File: src/rtl/sfc_pkg.sv
package sfc_pkg;
  localparam int BYTE_W = 8;

  typedef enum logic [1:0] {
    ST_IDLE,
    ST_XFER,
    ST_GAP
  } sfc_state_e;
endpackage

File: src/rtl/sfc_tick_gen.sv
module sfc_tick_gen #(
  parameter int HALF_DIV = 2
) (
  input  logic clk_i,
  input  logic rst_ni,
  input  logic run_i,
  output logic tick_o
);
  generate
    if (HALF_DIV <= 1) begin : g_full
      assign tick_o = run_i;
    end else begin : g_div
      localparam int CW = $clog2(HALF_DIV);
      localparam logic [CW-1:0] LAST = CW'(HALF_DIV - 1);
      logic [CW-1:0] cnt_q;

      always_ff @(posedge clk_i or negedge rst_ni) begin
        if (!rst_ni)          cnt_q <= '0;
        else if (!run_i)      cnt_q <= '0;
        else if (cnt_q == LAST) cnt_q <= '0;
        else                  cnt_q <= cnt_q + 1'b1;
      end

      assign tick_o = run_i && (cnt_q == LAST);
    end
  endgenerate
endmodule

File: src/rtl/sfc_byte_shift.sv
module sfc_byte_shift
  import sfc_pkg::*;
(
  input  logic              clk_i,
  input  logic              rst_ni,
  input  logic              load_i,
  input  logic [BYTE_W-1:0] load_byte_i,
  input  logic              sample_i,
  input  logic              shift_i,
  input  logic              miso_i,
  output logic              mosi_o,
  output logic [BYTE_W-1:0] rx_next_o
);
  logic [BYTE_W-1:0] sh_q;
  logic              miso_q;

  always_ff @(posedge clk_i or negedge rst_ni) begin
    if (!rst_ni) begin
      sh_q   <= '0;
      miso_q <= 1'b0;
    end else begin
      if (sample_i) miso_q <= miso_i;
      if (load_i)       sh_q <= load_byte_i;
      else if (shift_i) sh_q <= {sh_q[BYTE_W-2:0], miso_q};
    end
  end

  assign mosi_o    = sh_q[BYTE_W-1];
  // value after the pending shift: the full received byte at the last edge
  assign rx_next_o = {sh_q[BYTE_W-2:0], miso_q};
endmodule

File: src/rtl/sfc_seq.sv
module sfc_seq
  import sfc_pkg::*;
#(
  parameter int ADDR_BYTES = 3,
  parameter int HALF_DIV   = 2,
  parameter int GAP_SCLK   = 2
) (
  input  logic                         clk_i,
  input  logic                         rst_ni,
  input  logic                         req_i,
  input  logic                         wr_i,
  input  logic [BYTE_W-1:0]            opcode_i,
  input  logic [ADDR_BYTES*BYTE_W-1:0] addr_i,
  input  logic [BYTE_W-1:0]            wdata_i,
  output logic                         ready_o,
  output logic                         done_o,
  output logic [BYTE_W-1:0]            rd_data_o,
  output logic                         cs_n_o,
  output logic                         sclk_o,
  output logic                         mosi_o,
  input  logic                         miso_i
);
  localparam int NBYTES    = ADDR_BYTES + 2;
  localparam int NBITS     = NBYTES * BYTE_W;
  localparam int GAP_TICKS = 2 * GAP_SCLK;
  localparam int BI_W      = $clog2(NBYTES);
  localparam int BT_W      = $clog2(BYTE_W);
  localparam int GC_W      = $clog2(GAP_TICKS + 1);
  localparam logic [BI_W-1:0] LAST_BYTE = BI_W'(NBYTES - 1);
  localparam logic [BT_W-1:0] LAST_BIT  = BT_W'(BYTE_W - 1);
  localparam logic [GC_W-1:0] LAST_GAP  = GC_W'(GAP_TICKS - 1);

  sfc_state_e        st_q;
  logic [NBITS-1:0]  frame_q;
  logic              wr_q;
  logic [BI_W-1:0]   byte_idx_q, nxt_idx;
  logic [BT_W-1:0]   bit_idx_q;
  logic [GC_W-1:0]   gap_q;
  logic              cs_n_q, sclk_q, done_q;
  logic [BYTE_W-1:0] rd_q;

  logic              tick, accept, rise, fall, last_bit, last_byte;
  logic              sh_load, sh_shift, sh_mosi;
  logic [BYTE_W-1:0] load_byte, rx_next;
  logic [BYTE_W-1:0] frame_bytes [NBYTES];

  for (genvar g = 0; g < NBYTES; g++) begin : g_bytes
    assign frame_bytes[g] = frame_q[NBITS-1-g*BYTE_W -: BYTE_W];
  end

  sfc_tick_gen #(.HALF_DIV(HALF_DIV)) u_tick (
    .clk_i  (clk_i),
    .rst_ni (rst_ni),
    .run_i  (st_q != ST_IDLE),
    .tick_o (tick)
  );

  always_comb begin
    accept    = (st_q == ST_IDLE) && req_i;
    rise      = (st_q == ST_XFER) && tick && !sclk_q;
    fall      = (st_q == ST_XFER) && tick && sclk_q;
    last_bit  = (bit_idx_q == LAST_BIT);
    last_byte = (byte_idx_q == LAST_BYTE);
    nxt_idx   = last_byte ? '0 : byte_idx_q + 1'b1;
    // at a byte boundary the next frame byte replaces the shift
    sh_load   = accept || (fall && last_bit && !last_byte);
    sh_shift  = fall && !(last_bit && !last_byte);
    load_byte = accept ? opcode_i : frame_bytes[nxt_idx];
  end

  sfc_byte_shift u_shift (
    .clk_i       (clk_i),
    .rst_ni      (rst_ni),
    .load_i      (sh_load),
    .load_byte_i (load_byte),
    .sample_i    (rise),
    .shift_i     (sh_shift),
    .miso_i      (miso_i),
    .mosi_o      (sh_mosi),
    .rx_next_o   (rx_next)
  );

  always_ff @(posedge clk_i or negedge rst_ni) begin
    if (!rst_ni) begin
      st_q       <= ST_IDLE;
      frame_q    <= '0;
      wr_q       <= 1'b0;
      byte_idx_q <= '0;
      bit_idx_q  <= '0;
      gap_q      <= '0;
      cs_n_q     <= 1'b1;
      sclk_q     <= 1'b0;
      done_q     <= 1'b0;
      rd_q       <= '0;
    end else begin
      done_q <= 1'b0;
      unique case (st_q)
        ST_IDLE: if (accept) begin
          frame_q    <= {opcode_i, addr_i, (wr_i ? wdata_i : {BYTE_W{1'b0}})};
          wr_q       <= wr_i;
          byte_idx_q <= '0;
          bit_idx_q  <= '0;
          cs_n_q     <= 1'b0;
          st_q       <= ST_XFER;
        end
        ST_XFER: begin
          if (rise) sclk_q <= 1'b1;
          if (fall) begin
            sclk_q <= 1'b0;
            if (!last_bit) begin
              bit_idx_q <= bit_idx_q + 1'b1;
            end else if (!last_byte) begin
              bit_idx_q  <= '0;
              byte_idx_q <= nxt_idx;
            end else begin
              cs_n_q <= 1'b1;
              done_q <= 1'b1;
              gap_q  <= '0;
              if (!wr_q) rd_q <= rx_next;
              st_q   <= ST_GAP;
            end
          end
        end
        ST_GAP: if (tick) begin
          if (gap_q == LAST_GAP) st_q <= ST_IDLE;
          else                   gap_q <= gap_q + 1'b1;
        end
        default: st_q <= ST_IDLE;
      endcase
    end
  end

  assign ready_o   = (st_q == ST_IDLE);
  assign done_o    = done_q;
  assign rd_data_o = rd_q;
  assign cs_n_o    = cs_n_q;
  assign sclk_o    = sclk_q;
  assign mosi_o    = sh_mosi && !cs_n_q;
endmodule

File: config.mk
export PLATFORM = sky130hd
export DESIGN_NAME = sfc_seq
export DESIGN_NICKNAME = d
export VERILOG_FILES = /design/src/rtl/sfc_pkg.sv /design/src/rtl/sfc_tick_gen.sv /design/src/rtl/sfc_byte_shift.sv /design/src/rtl/sfc_seq.sv
export SDC_FILE = /design/constraint.sdc
export NUM_CORES = 1
export LEC_CHECK = 0
export ABC_CLOCK_PERIOD_IN_PS = 2150
export BUFFER_PORTS_ARGS = -buffer_cell sky130_fd_sc_hd__buf_4
export CAP_MARGIN = 0
export CORE_UTILIZATION = 35
export CTS_BUF_LIST = sky130_fd_sc_hd__clkbuf_16
export DETAILED_ROUTE_END_ITERATION = 10
export PLACE_DENSITY = 0.59
export SLEW_MARGIN = 20
export SYNTH_ARGS = -nofsm -noshare
export SYNTH_HDL_FRONTEND = slang
export SYNTH_SLANG_ARGS = --single-unit
File: constraint.sdc
create_clock -name clk_i -period 2.15 [get_ports clk_i]
set_input_delay 0.3225 -clock clk_i [delete_from_list [all_inputs] [get_ports clk_i]]
set_output_delay 0.3225 -clock clk_i [all_outputs]
set_load 0.03 [all_outputs]
---- Word level (Yosys, flattened, before mapping) ----
Cells that the tools add are included.
word-level totals
  bits in registers ....................... 73
operators by class
  add/sub/neg operators ................... 4
  order comparisons ....................... 1
  equal/unequal tests ..................... 14
  muxes and demuxes ....................... 43
  bitwise logic cells ..................... 2
  reduce and logical (&&, ||, !) cells .... 29
operators by type and width
  kind                                                      number
  2-to-1 mux 8 bit                                          6
  2-to-1 mux 3 bit                                          13
  binary-select mux 8 bit (select 3 bit)                    1
  one-hot mux 3 bit (2 select lines)                        3
  AND reduction 5 bit                                       3
  inequality test 2 bit, second input constant              7
  2-to-1 mux 1 bit                                          12
  2-to-1 mux 2 bit                                          6
  AND reduction 6 bit                                       2
  logical AND 1 bit                                         10
  nonzero test 2 bit                                        5
  adder 3 x 1 -> 3 bit, second input constant               3
  equality test 3 bit, second input constant                2
  one-hot mux 2 bit (3 select lines)                        1
  greater-or-equal comparator 4 bit, second input constant  1
  logical NOT 1 bit                                         4
  inverter 3 -> 4 bit                                       1
  AND reduction 2 bit                                       2
  AND reduction 4 bit                                       1
  equality test 3 x 2 -> 1 bit, second input constant       1
  inequality test 3 bit, second input constant              1
  equality test 2 x 1 -> 1 bit, second input constant       1
  equality test 2 bit, second input constant                1
  logical NOT 2 bit                                         1
  5 further kinds                                           5

---- Logic depth before layout (Yosys ltp) ----
Gate-level depths: netlist of run 1.
  word-level depth ........................ 8
  mapped depth ............................ 7
  gate-level depth less buffers ........... 6

---- Hierarchy ----
A second synthesis of run 1 with hierarchy kept.
unflattened totals
  cells, all modules ...................... 317
  area total of the unflattened synthesis .. 3,393.3 sq um
modules (own cells, without submodules)
  module          instances  cells an instance  area an instance (sq um)
  sfc_seq         1          277                2,935.3
  sfc_byte_shift  1          37                 416.6
  sfc_tick_gen    1          3                  41.3

---- Worst setup path after synthesis of run 1 ----
No wires, ideal clock.
  path type ............................... register to register
  start ................................... reg byte_idx_q[0]
  end ..................................... reg u_shift.sh_q[0]
  setup time .............................. 0.132 ns
  data arrival time ....................... 1.930 ns
  setup slack ............................. 0.088 ns
  cell stages (with the launch flop) ...... 7
  path buffers ............................ 0
  period minus slack after synthesis ...... 2.062 ns
  cells stage by stage .................... dfrtp_1 > inv_1 > ha_1 > a21oi_1 > mux4_2 > a221oi_1 > o21ai_0
between the ends
  longest elaborated chain between the ends .. 8
  elaborated cells between the ends (all ways) .. 16
RTL lines
  item                                                                line                          source
  start: declaration                                                  sfc_seq.sv:36                 logic [BI_W-1:0] byte_idx_q, nxt_idx;
  start signal: assignment                                            sfc_seq.sv:114                byte_idx_q <= nxt_idx;
  adder 3 x 1 -> 3 bit / equality test 3 bit (equally long branches)  sfc_seq.sv:64, sfc_seq.sv:63
  2-to-1 mux 3 bit                                                    sfc_seq.sv:64                 nxt_idx = last_byte ? '0 : byte_idx_q + 1'b1;
  inverter 3 -> 4 bit (implied by the code)                           sfc_seq.sv:68                 load_byte = accept ? opcode_i : frame_bytes[nxt_idx];
  binary-select mux 8 bit (select 3 bit)                              sfc_seq.sv:68
  2-to-1 mux 8 bit (implied by the code) (2 in a row)                 sfc_seq.sv:68
  2-to-1 mux 8 bit                                                    sfc_seq.sv:68
  2-to-1 mux 8 bit                                                    sfc_byte_shift.sv:23          if (load_i) sh_q <= load_byte_i;
  end signal: assignment                                              sfc_byte_shift.sv:23
  end signal: assignment                                              sfc_byte_shift.sv:24          else if (shift_i) sh_q <= {sh_q[BYTE_W-2:0], miso_q};
  end: declaration                                                    sfc_byte_shift.sv:14          logic [BYTE_W-1:0] sh_q;
Several ways; a longest one is shown, not always the timed one. The select of a mux whose other input is x is not followed.
A chain may end at the register's enable or synchronous reset.

---- Worst setup path after layout of run 1 ----
  start ................................... reg byte_idx_q[0]
  end ..................................... reg u_shift.sh_q[4]
Same word-level chain as after synthesis.

==> results of run 1 <==
[worst reg2reg max path, stage by stage, from the launching register on]
cell and delay (ns):
dfrtp_1 0.38, inv_1 0.11, ha_4 0.19, or3b_1 0.42, a2111oi_4 0.36, buf_4 0.21
a221oi_1 0.10, o21ai_1 0.15
[registers in the layout, summed over array words and instances (netlist names), 2 cells and up]
| register | cells |
|---|---|
| bit_idx_q | 3 |
| frame_bytes | 40 |
| u_shift.sh_q | 8 |
| byte_idx_q | 3 |
| st_q | 2 |
| gap_q | 3 |
| rd_data_o | 8 |
[final cells by class]
class | count | area (µm²)
Clock buffer | 9 | 225
Clock inverter | 7 | 87.6
Fill cell | 905 | 4950
Inverter | 15 | 56.3
Multi-Input combinational cell | 235 | 1460
Sequential cell | 73 | 1830
Tap cell | 129 | 161
Timing Repair Buffer | 71 | 561
[report_power, final]
group / switching (µW) / internal [µW] / total, µW / leakage (µW)
clock: 552 / 1000 / 1560 / 0.000154
combinational: 1180 / 1050 / 2230 / 0.00107
sequential: 410 / 1930 / 2340 / 0.000932
total: 2140 / 3980 / 6130 / 0.00216
[cell families (layout without fill, tap and decap cells)]
logic type	Yosys count	in the layout	synth area share (%)
compound gates	65	65	12.9
xor+xnor	1	1	0.258
fa+ha+maj	6	6	2.21
buf+inv	33	102	3.94
flops	73	73	53.8
mux	18	18	8.61
simple gates	145	145	18.3
[placed cells by master, fill, tap and decap left out, types with 2 or more instances in the layout]
cell        netlist  layout
mux4_2            8       8
clkbuf_16         0       9
a221oi_1          8       7
mux2_2           10      10
ha_1              6       5
inv_1            15      17
bufinv_16         0       2
a21oi_1           3       3
nand3_1           9       9
and3_1            2       2
nand2_1         116     116
a21o_1            2       2
buf_4             0      68
a32oi_1           8       8
clkinvlp_4        0       2
buf_12            0       2
nand3b_1          2       2
nor2b_1           5       5
o31ai_1           3       3
dfrtp_1          72      72
or3b_1            2       2
nor2_1            4       4
o21ai_0          25      24
nand2b_1          2       2
o21ai_1           8       9
o22ai_1           2       2
[metrics by stage]
step | instances | worst slack [ns]
5_1_grt | 539 | 0.0142
6_report | 539 | 0.162
4_1_cts | 539 | 0.0337
3_3_place_gp | 521 | 0.0957
2_1_floorplan | 341 | 0.0882
3_5_place_dp | 521 | 0.0318
[what timing repair did]
action	CTS	global route
resized for setup	0	4
setup buffers	1	0
cloned	0	0
hold buffers	1	0
setup endpoints to repair	1	6
pin swaps	1	0
hold endpoints to repair	37	0
[path summary, 6_finish.rpt]
check,startpoint,end,slack (ns),cells past startpoint
max in group asynchronous,rst_ni,cs_n_o,1.02,3
min,addr_i[19],frame_bytes[27],0.18,3
max reg2reg,byte_idx_q[0],u_shift.sh_q[4],0.16,7
min reg2reg,wr_q,wr_q,0.47,2
min in group asynchronous,rst_ni,bit_idx_q[2],0.51,2
max,byte_idx_q[0],u_shift.sh_q[4],0.16,7
[per-layer routing]
layer / part of all wire, % / wire [µm]
met3: 5.3 / 414
met1: 49 / 3790
met2: 45 / 3470
met5: 0 / 0
met4: 1.2 / 95
==> metrics, run 1 <==
Mapped Area=3400 µm²; synth cell count leaders=nand2_1, dfrtp_1, o21ai_0, inv_1; diode count=0; fin crit period=1.99 ns; M3 GR Usage=4.23%; Vias/cell=4.78; top cell type's share of synthesized area=53.0%; Area Growth Syn to Fin=28.9%; Post-synth EDFFs=0; cells along the critical path=inv_1, ha_4, or3b_1, a2111oi_4, buf_4, a221oi_1, o21ai_1; LEAKAGE=0.00216 µW; total global routing overflow=0; Pre-antenna DRT Iters=5; commonest register cell after synthesis=dfrtp_1; fin util=47.0%; gate count after technology mapping=341; first-pass GRT wire length=13.4 mm; clock sinks=73; endpoint class of the critical path=flop; met2 usage=24.6%; gp weighted congestion=0.806; synth unique cells=35; HPWL after DPL=5.64 mm; die area=10100 µm²; vias=2578; Peak VDD IR=0.539 mV; DRC=0; Max stage delay cell, worst path=or3b_1; critical path type=reg2reg; final instance area=4380 µm²; Synth Area per Inst=9.97 µm²; Mapped Nets=392; Yosys top cell by area=dfrtp_1; status=finished clean; Die Ht=101 µm; Max clock buf depth=2; DIE WIDTH=101 µm; crit start category=flop; count leader, synth=nand2_1; initial antenna violation count=0; unrepaired setup endpoints after global routing=no; DR WL/cell=14.4 µm; crit path max fanout=8; Tot Pwr=6130 µW; busiest layer in global routing=met1; Setup Viol. Count Final=0; number of global-route vias before repair=2629; M1 GR Usage=25.6%; hold_ws=0.176 ns; CP top delay family=compound AO/OA/AOI/OAI gates; Syn. warnings=0; core area=9330 µm²; Final nets=456; Initial Util=36.4%; sequential area share after synthesis=53.8%; worst rel slew slack=61.2%; clk slew on worst S/H paths=0.06 ns; largest net degree at the start of global routing=49; clk root buf=clkbuf_16; share of post-route cells with drive strength above 1=26.3%; GR Util All Layers=17.3%; Std-Cell Rows=35; instance area at placement=4030 µm²; clock skew=0.00294 ns; final WL=7.77 mm; Worst Path Required=2.41 ns; CTS tree=built; Worst-Margin Slew=0.578 ns; Hold Vio Cnt, Final=0; Setup TNS=0 ns; Slew Viols, Final=0; Max Cap Viol=0; P per Cell Area=1400 nW/µm²; top cells by area, synth=dfrtp_1, nand2_1, mux4_2; Async SR Flop Fraction=100%; # IOs=58; Largest stage delay, worst path=0.42 ns; final cycle utilization of the critical path=92.5%; Worst Path Arrival=2.25 ns; CTS buffer count=9; worst min path class=in2reg; PortBufs=57; Starting DRT DRC Count=109; Skew-Pair Late Insertion Delay=0.33 ns; DRT antenna net count=0; Max H-tree Level=3; Buf+Inv Stages, Crit Path=2; number of synthesized register bits=73; Max Clk Rate=0.503 GHz
Power figures use the tool's default switching activity.
==> inputs of run 2 (changes only) <==
--- a/config.mk
+++ b/config.mk
@@ -8,11 +8,12 @@
 export ABC_CLOCK_PERIOD_IN_PS = 2150
 export BUFFER_PORTS_ARGS = -buffer_cell sky130_fd_sc_hd__buf_4
 export CAP_MARGIN = 0
-export CORE_UTILIZATION = 35
+export CORE_UTILIZATION = 45
 export CTS_BUF_LIST = sky130_fd_sc_hd__clkbuf_16
 export DETAILED_ROUTE_END_ITERATION = 10
-export PLACE_DENSITY = 0.59
+export PLACE_DENSITY = 0.72
 export SLEW_MARGIN = 20
 export SYNTH_ARGS = -nofsm -noshare
 export SYNTH_HDL_FRONTEND = slang
+export SYNTH_HIERARCHICAL = 1
 export SYNTH_SLANG_ARGS = --single-unit
==> metrics, run 2 <==
Initial Util=46.8% (+10 points); fin util=60.4% (+13 points); synth cell count leaders=nand2_1, dfrtp_1, a21o_1, mux2_2, mux2i_1; most frequent cells in the layout=nand2_1, dfrtp_1, buf_4; first-pass GRT wire length=11.8 mm (-12%); Worst Path Required=2.36 ns (-0.05 ns); die area=7890 µm² (-22%); diode count=0 (unchanged); RR Startpoint=byte_idx_q[0]; Max Cap Viol=0 (unchanged); synth unique cells=47 (+34%); Synth Area per Inst=10.7 µm² (+7.4%); Mapped Nets=368 (-6.1%); Gate power share=4.7% (-32 points); P per Cell Area=755 nW/µm² (-46%); gp weighted congestion=0.773 (-4.0%); worst min path class=in2async; Sw Share=20.1% (-15 points); DRT antenna net count=0 (unchanged); share of post-route cells with drive strength above 1=31.5% (+5.1 points); PortBufs=57 (unchanged); Worst Path Arrival=2.29 ns (+0.04 ns); status=finished clean; Setup TNS=0 ns (unchanged); Slew Viols, Final=0 (unchanged); vias=2525 (-2.1%); Largest stage delay, worst path=0.49 ns (+0.07 ns); Final WS setup=0.0742 ns (-0.0878 ns); Die Ht=88.8 µm (-12%); CP top delay family=multiplexers; Tot Pwr=3310 µW (-46%); DR WL/cell=14.5 µm (+0.49%); Pre-antenna DRT Iters=4 (-1); Fillers=614 (-32%); R2R cell count=8 (+1); Net Sw Power=664 µW (-69%); cells along the critical path=inv_2, ha_2, buf_12, buf_6, mux4_2, a221o_1, nand2_1, o21ai_1; reg-to-reg endpoint=u_shift/sh_q[4]; commonest register cell after synthesis=dfrtp_1; max reg flops=40 (unchanged); LEAKAGE=0.00221 µW (+2.4%); Async SR Flop Fraction=100% (unchanged); Internal Power=2640 µW (-34%); # IOs=58 (unchanged); Max stage delay cell, worst path=mux4_2; Post-synth EDFFs=0 (unchanged); crit start category=flop; Std-Cell Rows=31 (-11%); DRC=0 (unchanged); Clk pwr share=51.4% (+26 points); crit path max fanout=6 (-2); worst rel slew slack=39.5% (-22 points); Skew-Pair Late Insertion Delay=0.33 ns (about the same); Max clock buf depth=2 (unchanged); CTS tree=built; clk slew on worst S/H paths=0.06 ns (about the same); final WL=7.10 mm (-8.6%); gate count after technology mapping=317 (-7.0%); clock sinks=73 (unchanged); total global routing overflow=0 (unchanged); sequential area share after synthesis=53.9% (+0.099 points); Peak VDD IR=0.447 mV (-17%); Mapped Area=3390 µm² (-0.18%); number of global-route vias before repair=2478 (-5.7%); number of synthesized register bits=73 (unchanged); pre-CTS setup slack=-0.0307 ns (-0.0625 ns); fin crit period=2.08 ns (+0.0878 ns); core area=7250 µm² (-22%); count leader, synth=nand2_1; Vias/cell=5.15 (+7.7%); Buf+Inv Stages, Crit Path=3 (+1); final cycle utilization of the critical path=96.5% (+4.1 points); critical path type=reg2reg; endpoint class of the critical path=flop; Final nets=437 (-4.2%); HPWL after DPL=4.88 mm (-13%); initial antenna violation count=0 (unchanged); Area Growth Syn to Fin=29.1%; clk root buf=clkbuf_16; DIE WIDTH=88.8 µm (-12%); Syn. warnings=6 (+6); Max Clk Rate=0.482 GHz (-4.2%); Register-to-Register Setup Slack=0.07 ns (-0.09 ns); Starting DRT DRC Count=107 (-1.8%); Max H-tree Level=3 (unchanged); Worst-Margin Slew=0.908 ns (+0.330 ns); largest net degree at the start of global routing=74 (+51%); top cells by area, synth=dfrtp_1, nand2_1, mux4_2; GR Util All Layers=20.3% (+3.1 points); clock skew=0.00758 ns (+0.00464 ns); CTS buffer count=9 (unchanged); commonest non-fill, non-tap cell in the layout=nand2_1; Setup Viol. Count Final=0 (unchanged); Flop pwr share=43.8% (+5.5 points); unrepaired setup endpoints after global routing=no; Hold Vio Cnt, Final=0 (unchanged); Yosys top cell by area=dfrtp_1; top cell type's share of synthesized area=53.1% (+0.098 points)
run 2: final cells by class:
type                    count  area, µm²  share of cell area [%]
clock buffers               9        225                    5.14
well taps                  99        124                    2.83
repair buffers             75        592                    13.5
inverters                   7       26.3                   0.600
multi-input cells         220       1470                    33.5
flip-flops and latches     73       1830                    41.7
clock inverters             7        119                    2.71
run 2: per-stage QoR:
| stage | instances | hold slack (ns) | cell area, µm² |
|---|---|---|---|
| detailed placement | 467 | 0.460 | 3970 |
| global route | 490 | 0.172 | 4380 |
| global placement | 467 | 0.451 | 3970 |
| CTS | 483 | 0.158 | 4320 |
| floorplan | 317 | 0.0269 | 3390 |
| finish | 490 | 0.0840 | 4380 |
run 2: worst max path at each step:
stage	from	to	slack [ns]	cells past startpoint
2_1_floorplan	byte_idx_q[0]	u_shift/sh_q[6]	0.02	7
3_3_place_gp	bit_idx_q[0]	u_shift/sh_q[7]	0.04	6
3_5_place_dp	byte_idx_q[0]	u_shift/sh_q[6]	-0.03	6
4_1_cts	byte_idx_q[0]	u_shift/sh_q[0]	0.009	8
5_1_grt	byte_idx_q[0]	u_shift/sh_q[4]	0.003	8
6_report	byte_idx_q[0]	u_shift/sh_q[4]	0.07	8
run 2: power by group through the flow:
| stage | logic, µW | registers (µW) | clock network, µW |
|---|---|---|---|
| after global routing | 177 | 1450 | 1790 |
| after floorplan | 60.7 | 1460 | 0 |
| after global placement | 154 | 1470 | 0 |
| after CTS | 160 | 1450 | 1730 |
| after detailed placement | 159 | 1470 | 0 |
| final | 156 | 1450 | 1700 |
run 2: kinds of logic after synthesis:
| group | Yosys count | synth area share [%] |
|---|---|---|
| multiplexers | 26 | 11.0 |
| adder cells (fa/ha/maj) | 6 | 2.21 |
| flip-flops | 73 | 53.9 |
| buffers and inverters | 24 | 3.39 |
| AO/OA/AOI/OAI | 41 | 9.55 |
| XOR/XNOR | 1 | 0.258 |
| AND/OR/NAND/NOR | 146 | 19.8 |
run 2: what timing repair did:
| action | 4_1_cts | 5_1_grt |
|---|---|---|
| gates cloned | 0 | 0 |
| gates resized for setup | 2 | 7 |
| hold endpoints to repair | 0 | 0 |
| setup buffers | 0 | 7 |
| setup endpoints to repair | 8 | 11 |
| pin swaps | 0 | 2 |
| hold buffers | 0 | 0 |
run 2: per-layer routing:
layer	GRT usage, %	part of all wire, %	vias to the layer above
li1	-	-	1238
met1	26.2	46	1229
met2	33.3	49	49
met3	5.32	3.3	9
met4	7.18	1.4	0
met5	0	0	-
run 2: worst reg2reg max path: cells and delay by family (launching register included):
family,cells,cell delay (ns)
DFF,1,0.37
buffers and inverters,3,0.32
and+or+nand+nor,1,0.07
adders and majority gates,1,0.34
AOI/OAI and AO/OA,2,0.37
muxes,1,0.50
